==> src/rtl/bwa_pkg.sv <==
package bwa_pkg;

    localparam int BYTES = 4;

    typedef enum logic [1:0] {
        BW_32 = 2'd0,
        BW_16 = 2'd1,
        BW_8  = 2'd2
    } bus_w_e;

    typedef enum logic [1:0] {
        ST_IDLE = 2'd0,
        ST_XFER = 2'd1,
        ST_DONE = 2'd2
    } st_e;

    // 8-bit select has priority over 16-bit select
    function automatic bus_w_e width_of(input logic bs16_n, input logic bs8_n);
        if (!bs8_n)       return BW_8;
        else if (!bs16_n) return BW_16;
        else              return BW_32;
    endfunction

endpackage

==> src/rtl/bwa_strobe_dec.sv <==
module bwa_strobe_dec
    import bwa_pkg::*;
(
    input  logic [BYTES-1:0] pend,
    output logic             a1,
    output logic             a0,
    output logic             ble_n,
    output logic             bhe_n
);
    logic [1:0] half;

    always_comb begin
        a1    = ~(pend[0] | pend[1]);
        half  = a1 ? pend[3:2] : pend[1:0];
        // one decoder output serves both the byte address bit and the low strobe
        a0    = ~half[0];
        ble_n = a0;
        bhe_n = ~half[1];
    end
endmodule

==> src/rtl/bwa_lane_steer.sv <==
module bwa_lane_steer
    import bwa_pkg::*;
(
    input  bus_w_e           width,
    input  logic [BYTES-1:0] pend,
    input  logic             a1,
    input  logic             a0,
    input  logic [31:0]      wdata,
    input  logic [31:0]      rdata_bus,
    input  logic [31:0]      rbuf,
    output logic [BYTES-1:0] moved,
    output logic [31:0]      wdata_bus,
    output logic [31:0]      rbuf_nx
);
    localparam int IDX_W = $clog2(BYTES);

    logic [IDX_W-1:0] low_idx;

    always_comb begin
        low_idx = {a1, a0};
        unique case (width)
            BW_32:   moved = pend;
            BW_16:   moved = pend & (a1 ? 4'b1100 : 4'b0011);
            BW_8:    moved = 4'b0001 << low_idx;
            default: moved = pend;
        endcase
        wdata_bus[31:16] = wdata[31:16];
        wdata_bus[15:8]  = a1 ? wdata[31:24] : wdata[15:8];
        wdata_bus[7:0]   = wdata[8*low_idx +: 8];
    end

    for (genvar g = 0; g < BYTES; g++) begin : g_byte
        logic [7:0] src;
        always_comb begin
            unique case (width)
                BW_32:   src = rdata_bus[8*g +: 8];
                BW_16:   src = rdata_bus[8*(g%2) +: 8];
                BW_8:    src = rdata_bus[7:0];
                default: src = rdata_bus[8*g +: 8];
            endcase
            rbuf_nx[8*g +: 8] = moved[g] ? src : rbuf[8*g +: 8];
        end
    end
endmodule

==> src/rtl/bus_width_adapter.sv <==
module bus_width_adapter
    import bwa_pkg::*;
#(
    parameter int ADDR_W = 30
) (
    input  logic              clk,
    input  logic              rst,
    input  logic              req_valid,
    input  logic [ADDR_W-1:0] req_addr,
    input  logic [3:0]        req_be_n,
    input  logic              req_write,
    input  logic [31:0]       req_wdata,
    output logic              req_done,
    output logic [31:0]       req_rdata,
    output logic              ext_cyc,
    output logic              ext_write,
    output logic [ADDR_W-1:0] ext_addr,
    output logic [3:0]        ext_be_n,
    output logic              ext_a1,
    output logic              ext_a0,
    output logic              ext_ble_n,
    output logic              ext_bhe_n,
    output logic [31:0]       ext_wdata,
    input  logic [31:0]       ext_rdata,
    input  logic              ext_rdy_n,
    input  logic              ext_bs16_n,
    input  logic              ext_bs8_n
);
    st_e               state_q, state_nx;
    logic [BYTES-1:0]  pend_q;
    logic [ADDR_W-1:0] addr_q;
    logic              write_q;
    logic [31:0]       wdata_q, rbuf_q, rbuf_nx, wbus;
    logic [BYTES-1:0]  moved;
    logic              d_a1, d_a0, d_ble_n, d_bhe_n;
    bus_w_e            width;
    logic              ack, last;

    assign width = width_of(ext_bs16_n, ext_bs8_n);
    assign ack   = (state_q == ST_XFER) && !ext_rdy_n;
    assign last  = (pend_q & ~moved) == '0;

    bwa_strobe_dec u_dec (
        .pend  (pend_q),
        .a1    (d_a1),
        .a0    (d_a0),
        .ble_n (d_ble_n),
        .bhe_n (d_bhe_n)
    );

    bwa_lane_steer u_lane (
        .width     (width),
        .pend      (pend_q),
        .a1        (d_a1),
        .a0        (d_a0),
        .wdata     (wdata_q),
        .rdata_bus (ext_rdata),
        .rbuf      (rbuf_q),
        .moved     (moved),
        .wdata_bus (wbus),
        .rbuf_nx   (rbuf_nx)
    );

    // next-state decision
    always_comb begin
        state_nx = state_q;
        unique case (state_q)
            ST_IDLE: if (req_valid) state_nx = (&req_be_n) ? ST_DONE : ST_XFER;
            ST_XFER: if (ack && last) state_nx = ST_DONE;
            ST_DONE: state_nx = ST_IDLE;
            default: state_nx = ST_IDLE;
        endcase
    end

    // state register
    always_ff @(posedge clk) begin
        if (rst) state_q <= ST_IDLE;
        else     state_q <= state_nx;
    end

    // request datapath
    always_ff @(posedge clk) begin
        if (rst) begin
            pend_q  <= '0;
            addr_q  <= '0;
            write_q <= 1'b0;
            wdata_q <= '0;
            rbuf_q  <= '0;
        end else if (state_q == ST_IDLE && req_valid) begin
            pend_q  <= ~req_be_n;
            addr_q  <= req_addr;
            write_q <= req_write;
            wdata_q <= req_wdata;
            rbuf_q  <= '0;
        end else if (ack) begin
            pend_q <= pend_q & ~moved;
            if (!write_q) rbuf_q <= rbuf_nx;
        end
    end

    // outputs
    always_comb begin
        ext_cyc   = (state_q == ST_XFER);
        ext_write = ext_cyc && write_q;
        ext_addr  = addr_q;
        ext_be_n  = ext_cyc ? ~pend_q : 4'hF;
        ext_a1    = ext_cyc ? d_a1 : 1'b0;
        ext_a0    = ext_cyc ? d_a0 : 1'b0;
        ext_ble_n = ext_cyc ? d_ble_n : 1'b1;
        ext_bhe_n = ext_cyc ? d_bhe_n : 1'b1;
        ext_wdata = wbus;
        req_done  = (state_q == ST_DONE);
        req_rdata = rbuf_q;
    end

    AST_QUIET_OUTSIDE_CYCLE: assert property (@(posedge clk) disable iff (rst)
        !ext_cyc |-> (ext_be_n == 4'hF) && ext_ble_n && ext_bhe_n);
    AST_PENDING_SHRINKS: assert property (@(posedge clk) disable iff (rst)
        ack |=> ((pend_q & ~$past(pend_q)) == '0) && (pend_q != $past(pend_q)));
    AST_LOWEST_FIRST: assert property (@(posedge clk) disable iff (rst)
        ack |=> !pend_q[$past({d_a1, d_a0})]);
    AST_WAIT_HOLDS: assert property (@(posedge clk) disable iff (rst)
        (ext_cyc && ext_rdy_n) |=> ext_cyc && $stable(ext_be_n));
    AST_EMPTY_NO_CYCLE: assert property (@(posedge clk) disable iff (rst)
        (state_q == ST_IDLE && req_valid && (&req_be_n)) |=> req_done && !ext_cyc);
    AST_DONE_PULSE: assert property (@(posedge clk) disable iff (rst)
        req_done |=> !req_done);

endmodule

==> config.mk <==
export PLATFORM = sky130hd
export DESIGN_NAME = bus_width_adapter
export DESIGN_NICKNAME = d
export VERILOG_FILES = /design/src/rtl/bwa_pkg.sv /design/src/rtl/bwa_strobe_dec.sv /design/src/rtl/bwa_lane_steer.sv /design/src/rtl/bus_width_adapter.sv
export SDC_FILE = /design/constraint.sdc
export NUM_CORES = 1
export LEC_CHECK = 0
export ABC_AREA = 1
export CAP_MARGIN = 20
export CORE_MARGIN = 8
export CORE_UTILIZATION = 60
export DETAILED_ROUTE_END_ITERATION = 10
export DONT_BUFFER_PORTS = 1
export PLACE_DENSITY = 0.73
export SYNTH_ARGS = -nofsm -noshare
export SYNTH_HDL_FRONTEND = slang
export SYNTH_SLANG_ARGS = --single-unit
==> constraint.sdc <==
create_clock -name clk -period 2.69 [get_ports clk]
set_clock_uncertainty 0.2 [all_clocks]
set_input_delay 0.269 -clock clk [delete_from_list [all_inputs] [get_ports clk]]
set_output_delay 0.269 -clock clk [all_outputs]
set_load 0.02 [all_outputs]
* After elaboration in Yosys (flattened, before gate mapping)
Index checks and enable logic that the tools add are counted.
** Cells by class
- $add $sub $neg :: 0
- Multiply operators :: 0
- Div/mod/pow operators :: 0
- Magnitude comparators :: 0
- Equality and inequality tests :: 6
- Shift operators :: 2
- Multiplexer cells :: 20
- Bitwise gates (word level) :: 10
- Reduce and logical (&&, ||, !) cells :: 16
** Operators by type and width (count)
- 32-bit by 6-bit indexed part select with 8-bit output :: 1
- 8-bit two-way mux :: 3
- 4-bit two-way mux :: 4
- 8-bit one-hot mux with 2 select lines :: 1
- 4-bit NOT :: 3
- 3-bit AND reduction :: 4
- 2-bit two-way mux :: 5
- 4-bit bitwise AND :: 2
- 4-bit one-hot mux with 2 select lines :: 1
- 1-bit two-way mux :: 5
- 2-bit by 1-bit == test with 1-bit output, second input constant :: 2
- 2-bit == test, second input constant :: 2
- 1-bit logical AND :: 4
- 4-bit logical NOT :: 1
- 1-bit NOT :: 4
- 2-bit one-hot mux with 2 select lines :: 1
- 4-bit AND reduction :: 1
- 2-bit OR reduction :: 2
- 1-bit by 2-bit left shift with 4-bit output, first input constant :: 1
- 2-bit logical NOT :: 1
- 2-bit by 1-bit inequality test with 1-bit output, second input constant :: 1
- 2-bit inequality test, second input constant :: 1
- 2-bit AND reduction :: 1
- 2-bit nonzero test :: 1
- 2 further kinds :: 2
** Storage, ports and cells
- Register bits after elaboration :: 101
- Latch bits :: 0
- RAM bits :: 0
- ROM bits :: 0
- Input bits :: 105
- Output and inout bits :: 105
- Word-level logic and storage cells :: 63
- Memories kept :: 0

* Logic depth before layout (Yosys ltp)
Gate-level depths: netlist (run 1).
- Depth after elaboration :: 11
- Depth in mapped cells :: 9
- Mapped depth without buffers :: 8

* Hierarchy
From an unflattened synthesis (run 1), not the netlist that was laid out.
** Second synthesis, totals
- Cell total of the unflattened synthesis :: 782
- Area, all modules :: 5338.9 um^2
** Modules (own cells, without submodules)
- bus_width_adapter :: instances 1, cells each 483, area each 3677.3 um^2
- bwa_lane_steer :: instances 1, cells each 293, area each 1632.8 um^2
- bwa_strobe_dec :: instances 1, cells each 6, area each 28.8 um^2

* Worst setup path before layout (run 1)
Ideal clock, no wire load.
- Path kind :: register to output
- Start point :: reg pend_q[1]
- End point :: out ext_wdata[10]
- Data arrival time :: 1.387 ns
- Data required time :: 2.221 ns
- Path slack :: 0.834 ns
- Cell stages (with the launch flop) :: 6
- Path buffers :: 2
- Cells stage by stage :: dfxtp_1 buf_2 nor2_2 inv_1 buf_2 o21ai_0
** Between the ends
- Word-level cells in the longest chain between the ends :: 2
** Ends and longest elaborated chain
- start: declaration :: line bus_width_adapter.sv:30 : logic [BYTES-1:0] pend_q;
- start signal: assignment :: line bus_width_adapter.sv:90 : pend_q <= ~req_be_n;
- start signal: assignment :: line bus_width_adapter.sv:96 : pend_q <= pend_q & ~moved;
- 1-bit OR :: line bwa_strobe_dec.sv:13 : a1 = ~(pend[0] | pend[1]);
- 8-bit two-way mux :: line bwa_lane_steer.sv:28 : wdata_bus[15:8] = a1 ? wdata[31:24] : wdata[15:8];
- end: declaration :: line bus_width_adapter.sv:23 : output logic [31:0] ext_wdata,
Every way passes these cells.

* Worst setup path after layout (run 1)
- Start point :: reg pend_q[1]
- End point :: out ext_wdata[3]
** Between the ends
- Word-level cells in the longest chain between the ends :: 4
- Elaborated cells between the ends (all ways) :: 5
** Ends and longest elaborated chain
- 1-bit OR * :: line bwa_strobe_dec.sv:13
- 2-bit two-way mux :: line bwa_strobe_dec.sv:14 : half = a1 ? pend[3:2] : pend[1:0];
- 1-bit NOT :: line bwa_strobe_dec.sv:16 : a0 = ~half[0];
- 32-bit by 6-bit indexed part select with 8-bit output * :: line bwa_lane_steer.sv:29 : wdata_bus[7:0] = wdata[8*low_idx +: 8];
Mark *: on every way between the ends. The rest lies on a longest branch, timed or not.

==> results list, run 1 <==
- Post-synthesis instance total: 640
- Final clock period utilization by the worst path: 90.9%
- Summed over all instances, the cell type with the most area after synthesis is dfxtp_1.
* Most utilized layer in the global route result: met2
* Critical register-to-register path endpoint: pend_q[3]$_SDFFE_PP0P_
- Synthesized cell area: 4410 sq um
- Horiz. Die Dim: 102 um
- Area share of the largest cell type after synthesis: 45.8%
* First-pass DRT Iterations: 5
* Inserted Clock Buffers: 9
- Yosys attributes the largest share of cell area to dfxtp_1 46%, nor2_1 16%, o21ai_0 11%.
* Number of I/O port buffers: 0
* Fin crit period: 2.44 ns
- Once layout is done, the placed cells without fillers occupy 5550 sq um.
- In this run the number of H-tree levels came out at 3.
- Required time at the worst-slack endpoint: 2.22 ns
- For this run, design rule violations remaining after detail routing come to 0.
* Achievable frequency: 409 MHz
- Hold violation count in the final report: 0
* Initial Util: 61.5%
* Site Rows: 31
* Number of max-slew violations in the final report: 0
* Die Area: 10400 sq um
- Sink Count: 101
- The worst register-to-register path begins at state_q[1]$_SDFFE_PP0P_.
- Worst endpoint data arrival time: 1.98 ns
* Gr ovfl total: 0
- The worst hold path begins at ext_rdata[2].
* Pin count of the biggest net entering global routing: 66
* Met1 global-route usage: 31.3%
* Number of violations of the max-capacitance limit: 0
- Routability-driven placement finished with a final weighted congestion of 0.888.
- Global routing usage on met3: 8.93%
- Cell depth of the worst hold path: 4
- Global-route wire length before repair: 23200 um
- Met2 Track Usage GR: 48.8%
* Fraction of layout instances using a drive strength above 1: 6.85%
- The clock passes through at most 2 buffers.
* Post-route antenna net violation count: 0
- Count of distinct cell types in the synthesized netlist: 25
- After the first detailed-routing iteration, the DRC count stood at 280.
- Most common cell after layout, fill and taps aside: nor2_1
* Worst slew pin tran: 0.604 ns
* Diodes inserted: 0
- PwrDens: 621 nW/um^2
* I/O pin total: 210
- Minimum setup slack among reg-to-reg paths: 0.36 ns
* CP max FO: 14
- Depth of the worst register-to-register path: 8
- Max rail drop VDD: 0.453 mV
- After synthesis, flip-flops and latches occupy 45.8% of the total area.
- By startpoint and endpoint, the worst setup path is classified as reg -> out.
* # setup viols final: 0
* Number of global-route vias before repair: 4646
* Number of nets in the synthesized netlist: 745
- Hold Crit Class: in -> reg
- In the final routed layout, each cell accounts on average for 18.2 um.
- Clock tree from TritonCTS: done
* Clk pin slew, worst setup/hold paths: 0.09 ns
- Layout Nets: 816
* Total wirelength of the detailed-routed design: 14800 um
- CTS placed an instance of clkbuf_8 at the clock tree root.
- Initial antenna violation count: 0
- Worst setup EP type: primary output
- Dividing the detail-routed via count by the number of cells gives 5.55.
- Measured against its own limit, the worst slew margin works out to 59.7%.
* Unrepaired setup endpoints after global routing: no
- In this run the cell area measured after placement is 4360 sq um.
- The path with the worst hold slack has its endpoint at req_rdata[10]$_SDFFE_PP0P_.
- Category of the worst setup path launch point: flip-flop
- Detailed Place HPWL: 9470 um
- In the global route stage, overall resource usage came out at 28.3%.
* Accumulated negative setup slack: 0 ns
- Fill cells in the final layout number 504.
- For the worst-skew pair, the clock arrives at the later sink with an insertion delay of 0.35 ns.
- After synthesis the netlist holds a flip-flop and latch count of 101.
- The region available for standard cell placement spans 7180 sq um.
- For this design the static power due to leakage is 2.37 nW.
- Commonest cells after routing, fill and taps aside: 189 x nor2_1, 122 x nand2_1, 101 x dfxtp_1, 98 x dlygate4sd3_1, 95 x o21ai_0
- Yosys printed 0 warnings.
- The die is 102 um tall.
- The flow ran to the end, and the final reports show no timing, DRC or antenna violations.
* Post-Syn Area per Cell: 6.90 sq um
- Area overhead of the layout relative to synthesis: 25.7%
- The final route contains 4517 vias.
-- kinds of logic after synthesis --
group | synth area share [%]
AO/OA/AOI/OAI | 14.6
flip-flops | 45.8
buffers and inverters | 8.39
AND/OR/NAND/NOR | 31.2
-- worst max-delay path by stage --
stage / from / endpoint / slack, ns / depth (start not counted)
after global routing: pend_q[1]$_SDFFE_PP0P_ / ext_wdata[3] / 0.1 / 4
after global placement: pend_q[1]$_SDFFE_PP0P_ / ext_wdata[2] / 0.77 / 4
after detailed placement: pend_q[1]$_SDFFE_PP0P_ / ext_wdata[0] / 0.70 / 4
final: pend_q[1]$_SDFFE_PP0P_ / ext_wdata[3] / 0.25 / 4
after floorplan: pend_q[1]$_SDFFE_PP0P_ / ext_wdata[10] / 0.83 / 5
after CTS: pend_q[1]$_SDFFE_PP0P_ / ext_wdata[0] / 0.30 / 4
-- report_power, final --
group | switching [mW] | internal [mW]
clock | 0.520 | 0.521
combinational | 0.387 | 0.239
sequential | 0.179 | 1.60
-- synthesized netlist by cell type, drive strengths merged --
| cell type | number |
|---|---|
| nor2 | 197 |
| nand2 | 126 |
| o22ai | 2 |
| or2 | 1 |
| o21a | 1 |
| a21oi | 12 |
| buf | 28 |
| a31oi | 1 |
| o2111ai | 4 |
| clkbuf | 21 |
| dfxtp | 101 |
| o21ai | 104 |
| nand3 | 16 |
| inv | 25 |
| nand4 | 1 |
-- layer usage --
metal / vias to the layer above / wire [um]
met5: - / 0
met4: 0 / 455
met3: 41 / 1580
met2: 251 / 7360
met1: 2070 / 5410
li1: 2155 / -
-- state kept, by name, indices dropped and copies added, names as in the netlist --
signal     flops
pend_q         4
write_q        1
ext_addr      30
wdata_q       32
state_q        2
req_rdata     32
-- per-stage QoR --
step / setup slack (ns) / hold WS [ns] / utilization (%) / total power [mW] / instances
floorplan: 0.834 / 0.138 / - / 2.20 / 640
global placement: 0.773 / 0.142 / 60.7 / 2.28 / 701
detailed placement: 0.701 / 0.143 / 60.7 / 2.29 / 701
CTS: 0.298 / 0.00109 / 77.3 / 3.43 / 814
global route: 0.0966 / 0.0137 / 77.3 / 3.60 / 814
finish: 0.246 / 0.00908 / 77.3 / 3.44 / 814
-- critical path: stages (launching register included) --
cell and delay, ns:
dfxtp_1 0.54, nor2_2 0.13, inv_1 0.37, nand2_1 0.15, o21ai_1 0.42
-- final cells by class --
type | count | area (sq um) | area share, %
repair buffers | 109 | 1080 | 19.4
well taps | 99 | 124 | 2.23
inverters | 25 | 93.8 | 1.69
clock inverters | 6 | 87.6 | 1.58
flip-flops and latches | 101 | 2020 | 36.4
clock buffers | 9 | 124 | 2.23
multi-input cells | 465 | 2020 | 36.4
-- timing repair --
item                      in CTS  in global routing
hold buffers                  98                  0
setup buffers                  0                  0
hold endpoints to repair      98                  0
gates resized for setup        0                  0
Note: power is estimated with default switching activity, not from simulation.
==> inputs of run 2 (changes only) <==
==> constraint.sdc (replaced) <==
create_clock -name clk -period 2.69 [get_ports clk]
set_clock_uncertainty 0.2 [all_clocks]
set_input_delay 0.1345 -clock clk [delete_from_list [all_inputs] [get_ports clk]]
set_output_delay 0.1345 -clock clk [all_outputs]
set_load 0.02 [all_outputs]
==> results list, run 2 (synthesis results as in run 1) <==
- Outcome: finished, final reports clean
- Clock latency on the worst-skew pair, taken at its later pin, is 0.35 ns.
* Most used cell along the critical path: nand2_1
- Post-route antenna net violation count: 0
* Global-route wire length before repair: 22800 um
- The library cells used most frequently in the layout, excluding fill and tap cells, are 189 x nor2_1, 122 x nand2_1, 119 x dlygate4sd3_1, 100 x dfxtp_1, 95 x o21ai_0.
- Final clock period utilization by the worst path: 92.5%
- Area overhead of the layout relative to synthesis: 29.3%
- The count of buffers added on input and output ports is 0.
- Kind of critical path: in -> reg
- STA classifies the critical path startpoint as a primary input.
- Worst endpoint data arrival time: 2.58 ns
- Cells with a size suffix above 1 make up 6.66% of the layout.
* Hold Crit Class: in -> reg
- DRC violation count after routing: 0
- After clock tree synthesis, the setup repair step added 0 buffers.
- The final hold violation count came to 0.
- DR vias: 4569
* Number of max-slew violations in the final report: 0
* Static Leakage: 2.42 nW
- Inserted Clock Buffers: 9
- The clock network burns 26.4% of the power.
- I/O pin total: 210
- Once the floorplan was initialized, standard cells occupied 61.5% of the core.
* Max Buffers Root-to-Sink: 2
- The worst setup path is captured at a flip-flop.
* Required time at the worst-slack endpoint: 2.78 ns
- For this design the total switching power over the nets is 1.07 mW.
* Post-route design area: 5710 sq um
- Initial antenna violation count: 1
- Internal: 2.22 mW
* Routed len/inst: 17.6 um
- The floorplan has 31 rows.
* Power Total: 3.28 mW
- The largest individual stage delay along the critical path comes from the cell dlygate4sd3_1.
- The library cell used most frequently in the layout, excluding fill and tap cells, is nor2_1.
- Summed over all layers, the global routing overflow is 0.
- In this run the critical register-to-register path is launched from state_q[1]$_SDFFE_PP0P_.
- Worst slew pin tran: 0.594 ns
- In this run, flip-flops and latches consume 54.3% of the power.
- Headroom to the max-slew limit came out at 60.4%.
- Clk pin slew, worst setup/hold paths: 0.10 ns
* Horiz. Die Dim: 102 um
- Setup violations remaining at the end of the flow were counted as 0.
- Total wirelength of the detailed-routed design: 14700 um
- All-Layer GR Usage: 27.7%
* Die Area: 10400 sq um
- Clock tree from TritonCTS: done
* Launch instance of the worst min-delay path: ext_rdy_n
* Sink Count: 101
- Pin count of the biggest net entering global routing: 66
- Core area: 7180 sq um
- VDD sags by at most 0.470 mV.
- Adding up every negative setup slack in the final design gives 0 ns.
- The tree is rooted in a clkbuf_8.
- Of the total power, combinational logic draws 19.4%.
- Summed over all nets, the half-perimeter wirelength after detailed placement is 9440 um.
* Final weighted congestion of routability-driven global placement: 0.865
* Largest stage delay, worst path: 0.77 ns
- WHS: 0.0212 ns
* PwrDens: 576 nW/um^2
* Number of violations of the max-capacitance limit: 0
* Worst setup path startpoint: ext_bs8_n
- Cell area reported after detailed placement: 4340 sq um
* CP max FO: 10
- Critical-path cell list: dlygate4sd3_1 > nand2_1 > dlygate4sd3_1 > nand2_1 > nand2_1 > nand3_2 > dlygate4sd3_1 > nand2_1 > nor2_1
* Deepest level of the CTS H-tree: 3
- First-pass DRT Iterations: 5
- The smallest clock period supported by the final layout is computed as 2.49 ns.
- Achievable frequency: 402 MHz
* Mean number of vias per cell: 5.47
- Height of the chip: 102 um
- Layout Nets: 836
- Number of global-route vias before repair: 4586
* Unrepaired setup endpoints after global routing: no
- DRC marker count from the first detailed-route iteration: 245
* Net Sw Frac: 32.5%
## run 2: cell types whose count changed in the layout (fill, tap and decap cells not counted)
cell	change
dfxtp_2	+1
clkbuf_1	+1
clkbuf_8	+1
bufinv_16	-2
buf_12	-1
dfxtp_1	-1
clkinvlp_4	+1
diode_2	+1
dlygate4sd3_1	+21
## run 2: critical path: cells and delay by family
family,cells,cell delay [ns]
buffers and inverters,3,1.88
and+or+nand+nor,6,0.56
## run 2: per-layer routing
layer	GRT usage, %	wire length [um]	vias up	share of wire, %
met3	9.55	1730	33	12
li1	-	-	2201	-
met2	48.6	7320	253	50
met1	29.6	5320	2082	36
met5	0	0	-	0
met4	11.1	335	0	2.3
## run 2: what timing repair did
item / in CTS / in global routing
endpoints found under the setup margin: 0 / 4
endpoints found under the hold margin: 101 / 0
resized for setup: 0 / 1
hold buffers: 119 / 0
## run 2: power by group through the flow
stage	logic (mW)	clock network, mW	registers, mW
3_5_place_dp	0.471	0	1.82
2_1_floorplan	0.457	0	1.74
6_report	0.636	0.867	1.78
4_1_cts	0.616	0.887	1.78
5_1_grt	0.702	0.944	1.80
3_3_place_gp	0.458	0	1.81
## run 2: worst paths after layout
path | slack [ns] | cells past startpoint | to
setup / recovery | 0.20 | 9 | req_rdata[29]$_SDFFE_PP0P_
hold / removal | 0.02 | 6 | pend_q[1]$_SDFFE_PP0P_
setup reg to reg | 0.30 | 8 | pend_q[0]$_SDFFE_PP0P_
hold reg to reg | 0.29 | 2 | wdata_q[7]$_SDFFE_PP0P_
## run 2: cell type report
cell class / instances / area, sq um
clock inverters: 5 / 35.0
inverters: 25 / 93.8
well taps: 99 / 124
flip-flops and latches: 101 / 2020
multi-input cells: 465 / 2020
diodes: 1 / 2.50
clock buffers: 11 / 141
repair buffers: 129 / 1270
fillers: 473 / 1470
## run 2: per-stage QoR
stage / instances / worst slack (ns) / utilization, %
2_1_floorplan: 640 / 0.968 / -
3_3_place_gp: 700 / 0.618 / 60.4
3_5_place_dp: 700 / 0.528 / 60.4
4_1_cts: 835 / 0.143 / 79.5
5_1_grt: 836 / 0.110 / 79.5
6_report: 836 / 0.202 / 79.5
